===== config.mk =====
export PLATFORM = sky130hd
export DESIGN_NAME = pcm_frame_tracker
export DESIGN_NICKNAME = d
export VERILOG_FILES = /design/src/rtl/pcm_sync_pkg.sv /design/src/rtl/pcm_frame_tracker.sv
export SDC_FILE = /design/constraint.sdc
export NUM_CORES = 1
export LEC_CHECK = 0
export ABC_AREA = 0
export BUFFER_PORTS_ARGS = -buffer_cell sky130_fd_sc_hd__buf_2
export CORE_UTILIZATION = 38
export CTS_CLUSTER_SIZE = 10
export DETAILED_ROUTE_END_ITERATION = 10
export PLACE_DENSITY = 0.65
export SETUP_SLACK_MARGIN = 0.02
export SLEW_MARGIN = 25
export SYNTH_ARGS = -nofsm -noshare
export SYNTH_HDL_FRONTEND = slang
export SYNTH_SLANG_ARGS = --single-unit

===== constraint.sdc =====
create_clock -name clk -period 2.91 [get_ports clk]
set_input_delay 0.1455 -clock clk [delete_from_list [all_inputs] [get_ports clk]]
set_output_delay 0.1455 -clock clk [all_outputs]
set_load 0.1 [all_outputs]

===== src/rtl/pcm_sync_pkg.sv =====
package pcm_sync_pkg;

    typedef enum logic [1:0] {
        PER_ONE   = 2'd0,
        PER_SHORT = 2'd1,
        PER_LONG  = 2'd2,
        PER_ALT   = 2'd3
    } sync_period_e;

    // Index of the last frame inside one sync period.
    function automatic int last_frame(input logic [1:0] sel,
                                      input int short_len,
                                      input int long_len);
        int r;
        case (sync_period_e'(sel))
            PER_SHORT: r = short_len - 1;
            PER_LONG:  r = long_len - 1;
            default:   r = 0;
        endcase
        return r;
    endfunction

endpackage


===== src/rtl/pcm_frame_tracker.sv =====
module pcm_frame_tracker
    import pcm_sync_pkg::*;
#(
    parameter int CELLS    = 256,
    parameter int SF_SHORT = 12,
    parameter int SF_LONG  = 24,
    localparam int BW = $clog2(CELLS),
    localparam int FW = $clog2(SF_LONG)
) (
    input  logic          clk,
    input  logic          rst_n,
    input  logic [1:0]    period_sel,
    input  logic          smp_sync,
    input  logic          smp_data,
    output logic          aligned,
    output logic [BW-1:0] bit_idx,
    output logic [FW-1:0] frm_idx,
    output logic          cell_data,
    output logic          err_set
);

    typedef struct packed {
        logic          aligned;
        logic [BW-1:0] bit_idx;
        logic [FW-1:0] frm_idx;
        logic          data;
    } trk_state_t;

    trk_state_t st_d, st_q;

    logic [FW-1:0] last_frm;
    logic          wrap;
    logic [BW-1:0] step_bit;
    logic [FW-1:0] step_frm;
    logic          on_time;

    always_comb begin
        last_frm = FW'(last_frame(period_sel, SF_SHORT, SF_LONG));
        wrap     = (st_q.bit_idx == BW'(CELLS - 1));
        step_bit = wrap ? '0 : st_q.bit_idx + 1'b1;
        if (wrap)
            step_frm = (st_q.frm_idx >= last_frm) ? '0 : st_q.frm_idx + 1'b1;
        else
            step_frm = st_q.frm_idx;
        on_time  = wrap && (step_frm == '0);

        st_d      = st_q;
        st_d.data = smp_data;
        err_set   = 1'b0;
        if (!st_q.aligned) begin
            if (smp_sync) begin
                st_d.aligned = 1'b1;
                st_d.bit_idx = '0;
                st_d.frm_idx = '0;
            end
        end else if (smp_sync) begin
            err_set      = !on_time;
            st_d.bit_idx = '0;
            st_d.frm_idx = '0;
        end else begin
            st_d.bit_idx = step_bit;
            st_d.frm_idx = step_frm;
        end
    end

    always_ff @(posedge clk or negedge rst_n) begin
        if (!rst_n) st_q <= '0;
        else        st_q <= st_d;
    end

    assign aligned   = st_q.aligned;
    assign bit_idx   = st_q.bit_idx;
    assign frm_idx   = st_q.frm_idx;
    assign cell_data = st_q.data;

    AST_BIT_STEP: assert property (@(posedge clk) disable iff (!rst_n)
        (st_q.aligned && !smp_sync && st_q.bit_idx != BW'(CELLS - 1))
        |=> (st_q.bit_idx == $past(st_q.bit_idx) + 1'b1));
    AST_BIT_WRAP: assert property (@(posedge clk) disable iff (!rst_n)
        (st_q.aligned && !smp_sync && st_q.bit_idx == BW'(CELLS - 1))
        |=> (st_q.bit_idx == '0));
    AST_REALIGN: assert property (@(posedge clk) disable iff (!rst_n)
        smp_sync |=> (st_q.aligned && st_q.bit_idx == '0 && st_q.frm_idx == '0));
    AST_FRM_RANGE: assert property (@(posedge clk) disable iff (!rst_n)
        st_q.aligned |-> (st_q.frm_idx <= last_frm));
    AST_FIRST_CLEAN: assert property (@(posedge clk) disable iff (!rst_n)
        !st_q.aligned |-> !err_set);

endmodule


==> metrics.txt <==
# TYPE chip_impl_metric gauge
chip_impl_metric{name="finish.net_count",unit=""} 148
chip_impl_metric{name="fmax",unit="MHz"} 388
chip_impl_metric{name="growth_of_design_area_from_synthesis_to_finish",unit="%"} 18.6
chip_impl_metric{name="fp-row-count",unit=""} 18
chip_impl_metric{name="max_cap_viol_count",unit=""} 0
chip_impl_info{name="cpMaxStageDelayCell",value="dfrtp_1"} 1
chip_impl_metric{name="power.switching_fraction",unit="%"} 34.3
chip_impl_metric{name="clockPowerShare",unit="%"} 28.2
chip_impl_metric{name="synth.yosys.warnings",unit=""} 0
chip_impl_metric{name="maximum_number_of_pins_on_one_net_before_global_route_repair",unit=""} 19
chip_impl_metric{name="seq_power_share",unit="%"} 50.0
chip_impl_metric{name="dp_cells",unit=""} 156
chip_impl_info{name="postSynth.topFlopCell",value="dfrtp_1"} 1
chip_impl_metric{name="slew-limit-headroom",unit="%"} 58.9
chip_impl_info{name="synth.top_cells.by_count",value="15 x dfrtp_1, 9 x ha_1, 9 x inv_1, 9 x nand2_1"} 1
chip_impl_info{name="worst_hold_check_path_type",value="in2reg"} 1
chip_impl_info{name="cts_root_buffer",value="clkbuf_4"} 1
chip_impl_metric{name="drc",unit=""} 0
chip_impl_metric{name="finalClockSkew",unit="ps"} 7.80
chip_impl_metric{name="flip_flop_and_latch_count_after_synthesis",unit=""} 15
chip_impl_metric{name="timing_worst_slew_pin_value",unit="ps"} 610
chip_impl_metric{name="synth_enable_flop_cells",unit=""} 0
chip_impl_metric{name="timing.setup.tns",unit="ps"} 0
chip_impl_info{name="worst_setup_path_start_kind",value="flip-flop"} 1
chip_impl_metric{name="timing_hold_violations_final",unit=""} 0
chip_impl_metric{name="synth.avg_cell_area",unit="um^2"} 9.26
chip_impl_metric{name="die_width",unit="um"} 53.5
chip_impl_metric{name="critPathArrivalTime",unit="ps"} 2430
chip_impl_info{name="yosysTopAreaCell",value="dfrtp_1"} 1
chip_impl_metric{name="vias",unit=""} 904
chip_impl_metric{name="core-area",unit="mm^2"} 0.00250
chip_impl_metric{name="antenna_cells_inserted",unit=""} 0
chip_impl_metric{name="cts_hold_buffers",unit=""} 2
chip_impl_metric{name="post-route-period-util",unit="%"} 88.6
chip_impl_info{name="setup_repair_after_global_routing_missed_its_margin",value="false"} 1
chip_impl_metric{name="p_int",unit="uW"} 286
chip_impl_metric{name="number_of_antenna_violations_at_the_first_check_in_global_routing",unit=""} 0
chip_impl_metric{name="power_density",unit="mW/mm^2"} 364
chip_impl_metric{name="tritoncts_num_sinks",unit=""} 15
chip_impl_metric{name="ant_nets",unit=""} 0
chip_impl_metric{name="worst_ep_required_time",unit="ps"} 2760
chip_impl_metric{name="clkLatencyLatePin",unit="ps"} 290
chip_impl_metric{name="timing.critical_path.fanout_max",unit=""} 9
chip_impl_metric{name="worstPathBufferInverterCount",unit=""} 1
chip_impl_metric{name="grtUsageTotal",unit="%"} 17.8
chip_impl_metric{name="total_placed_instance_area",unit="mm^2"} 0.00115
chip_impl_metric{name="worst_stage_delay_on_the_critical_path",unit="ps"} 470
chip_impl_info{name="setup.worst_path.class",value="reg2out"} 1
chip_impl_metric{name="finalSetupViolCount",unit=""} 0
chip_impl_metric{name="final_design_area_no_fill",unit="mm^2"} 0.00120
chip_impl_metric{name="vdd_ir_drop_max",unit="uV"} 284
chip_impl_metric{name="drc_violation_total_after_the_first_tritonroute_iteration",unit=""} 21
chip_impl_metric{name="synth_top_cell_area_share",unit="%"} 37.2
chip_impl_info{name="crit_path_end_kind",value="output port"} 1
chip_impl_metric{name="post_cts_buffers",unit=""} 0
chip_impl_metric{name="io_buffers",unit=""} 21
chip_impl_info{name="status",value="completed"} 1
chip_impl_metric{name="switchingPower",unit="uW"} 150
chip_impl_metric{name="final_critical_path_setup_slack",unit="ps"} 331
chip_impl_metric{name="clock_path_buffers",unit=""} 2
chip_impl_metric{name="detail_route.vias_per_cell",unit=""} 5.58
chip_impl_metric{name="power.combinational.fraction",unit="%"} 21.8
chip_impl_metric{name="post_cts_resize_count",unit=""} 0
chip_impl_metric{name="tritoncts.num_buffers",unit=""} 3
chip_impl_info{name="synth_most_common_cell",value="dfrtp_1"} 1
chip_impl_metric{name="route.detailed.wl_per_inst",unit="um"} 13.5
chip_impl_metric{name="die_y",unit="um"} 53.5
chip_impl_metric{name="final_cell_count_no_fill",unit=""} 162
chip_impl_info{name="crit_chain",value="ha_1 -> a211o_1 -> a31oi_2 -> o21ai_0 -> o22ai_4 -> buf_2"} 1
chip_impl_metric{name="number_of_nets_in_the_synthesized_netlist",unit=""} 124
chip_impl_metric{name="finalCriticalPeriod",unit="ps"} 2580
chip_impl_metric{name="asyncSetResetFlopFracSynth",unit="%"} 100
chip_impl_info{name="clock_tree_from_tritoncts",value="yes"} 1
chip_impl_metric{name="dr.pass1.iters",unit=""} 4
chip_impl_metric{name="global_route_wire_length_before_repair",unit="mm"} 3.68
chip_impl_metric{name="post_synth_instance_area",unit="mm^2"} 0.00101
chip_impl_metric{name="ys_seq_area_share",unit="%"} 37.2
chip_impl_info{name="post_synth_main_area_contributors",value="dfrtp_1 37%, ha_1 11%, a21oi_1 3.5%"} 1
chip_impl_metric{name="place.detailed.hpwl",unit="mm"} 1.61
chip_impl_metric{name="clkTransAtPathRegs",unit="ps"} 100
chip_impl_metric{name="grt-ovfl-total",unit=""} 0
chip_impl_metric{name="htree_num_levels",unit=""} 1
chip_impl_metric{name="start_util",unit="%"} 40.4
chip_impl_metric{name="postRouteWirelength",unit="mm"} 2.18
chip_impl_metric{name="grt_pass1_vias",unit=""} 848
chip_impl_metric{name="static-leakage-power",unit="uW"} 0.000581
chip_impl_metric{name="yosysUniqueCellTypes",unit=""} 38
chip_impl_metric{name="boundaryPins",unit=""} 22
chip_impl_metric{name="post_synth_inst_count",unit=""} 109
chip_impl_metric{name="timing.reg2reg.setup_slack",unit="ps"} 1120
chip_impl_info{name="worst_path_dominant_cell_family",value="compound AO/OA/AOI/OAI gates"} 1
chip_impl_metric{name="worst_case_setup_slack_after_placement",unit="ps"} 640
chip_impl_metric{name="routabilityCongestion",unit=""} 0.859
chip_impl_metric{name="utilization",unit="%"} 47.9
chip_impl_metric{name="die_footprint",unit="mm^2"} 0.00287
chip_impl_metric{name="final_max_slew_viol_count",unit=""} 0
chip_impl_metric{name="drive_above_1_share",unit="%"} 25.8
[cells by family after synthesis]
kind of cell,synth area share [%]
AO/OA/AOI/OAI,18.1
adder cells (fa/ha/maj),11.2
buffers and inverters,4.96
multiplexers,0.991
flip-flops,37.2
XOR/XNOR,1.74
AND/OR/NAND/NOR,25.9
[power by group through the flow]
stage	Combinational, uW	Sequential (uW)	Clock, uW
after detailed placement	94.3	222	0
after floorplan	39.6	256	0
after global routing	104	219	134
after CTS	96.4	218	128
after global placement	92.6	222	0
final	95.2	218	123
[worst register-to-register path: cells and delay by family, from the launching register on]
kind	cells	cell delay, ps
AO/OA/AOI/OAI	4	890
flip-flops	1	470
adder cells (fa/ha/maj)	1	350
[sequential cells by signal (all words and copies together), names as in the netlist]
signal / flops
aligned: 1
cell_data: 1
frm_idx: 5
bit_idx: 8
[per-layer routing]
| layer | up-vias | routed length (um) | track usage (%) |
|---|---|---|---|
| met5 | - | 0 | 0 |
| met4 | 0 | 31 | 7.89 |
| met3 | 4 | 66 | 2.26 |
| met2 | 21 | 1050 | 32.1 |
| met1 | 433 | 1030 | 20.8 |
| li1 | 446 | - | - |
[final cells by class]
| cell class | count | area (um^2) |
|---|---|---|
| Fill cell | 251 | 1300 |
| Multi-Input combinational cell | 81 | 598 |
| Sequential cell | 15 | 375 |
| Timing Repair Buffer | 23 | 125 |
| Tap cell | 30 | 37.5 |
| Inverter | 9 | 33.8 |
| Clock buffer | 3 | 22.5 |
| Clock inverter | 1 | 5.00 |
[placed cells by master (no fill, tap or decap), types with 3 or more instances in the layout]
cell      netlist  final
inv_1           9      9
and2_1          3      3
nand3_1         3      3
ha_1            9      9
nor4_1          4      4
o21ai_0         6      6
nand2_1         9      9
clkbuf_4        0      3
nor2_1          7      7
dfrtp_1        15     15
o221ai_1        3      3
buf_2           1     21
a21oi_1         7      7
[final timing paths]
kind	from	end	depth (start not counted)
setup / recovery	frm_idx[2]	err_set	6
hold / removal	smp_sync	bit_idx[4]	2
setup reg to reg	frm_idx[2]	frm_idx[4]	5
hold reg to reg	bit_idx[1]	bit_idx[1]	2
max in group asynchronous	rst_n	bit_idx[2]	2
min in group asynchronous	rst_n	bit_idx[7]	2
[stage by stage]
stage | hold slack (ps) | power (uW)
finish | 227 | 436
global route | 254 | 457
CTS | 218 | 443
detailed placement | 70.8 | 316
global placement | 71.3 | 315
floorplan | -150 | 296
Note: power is estimated with default switching activity, not from simulation.
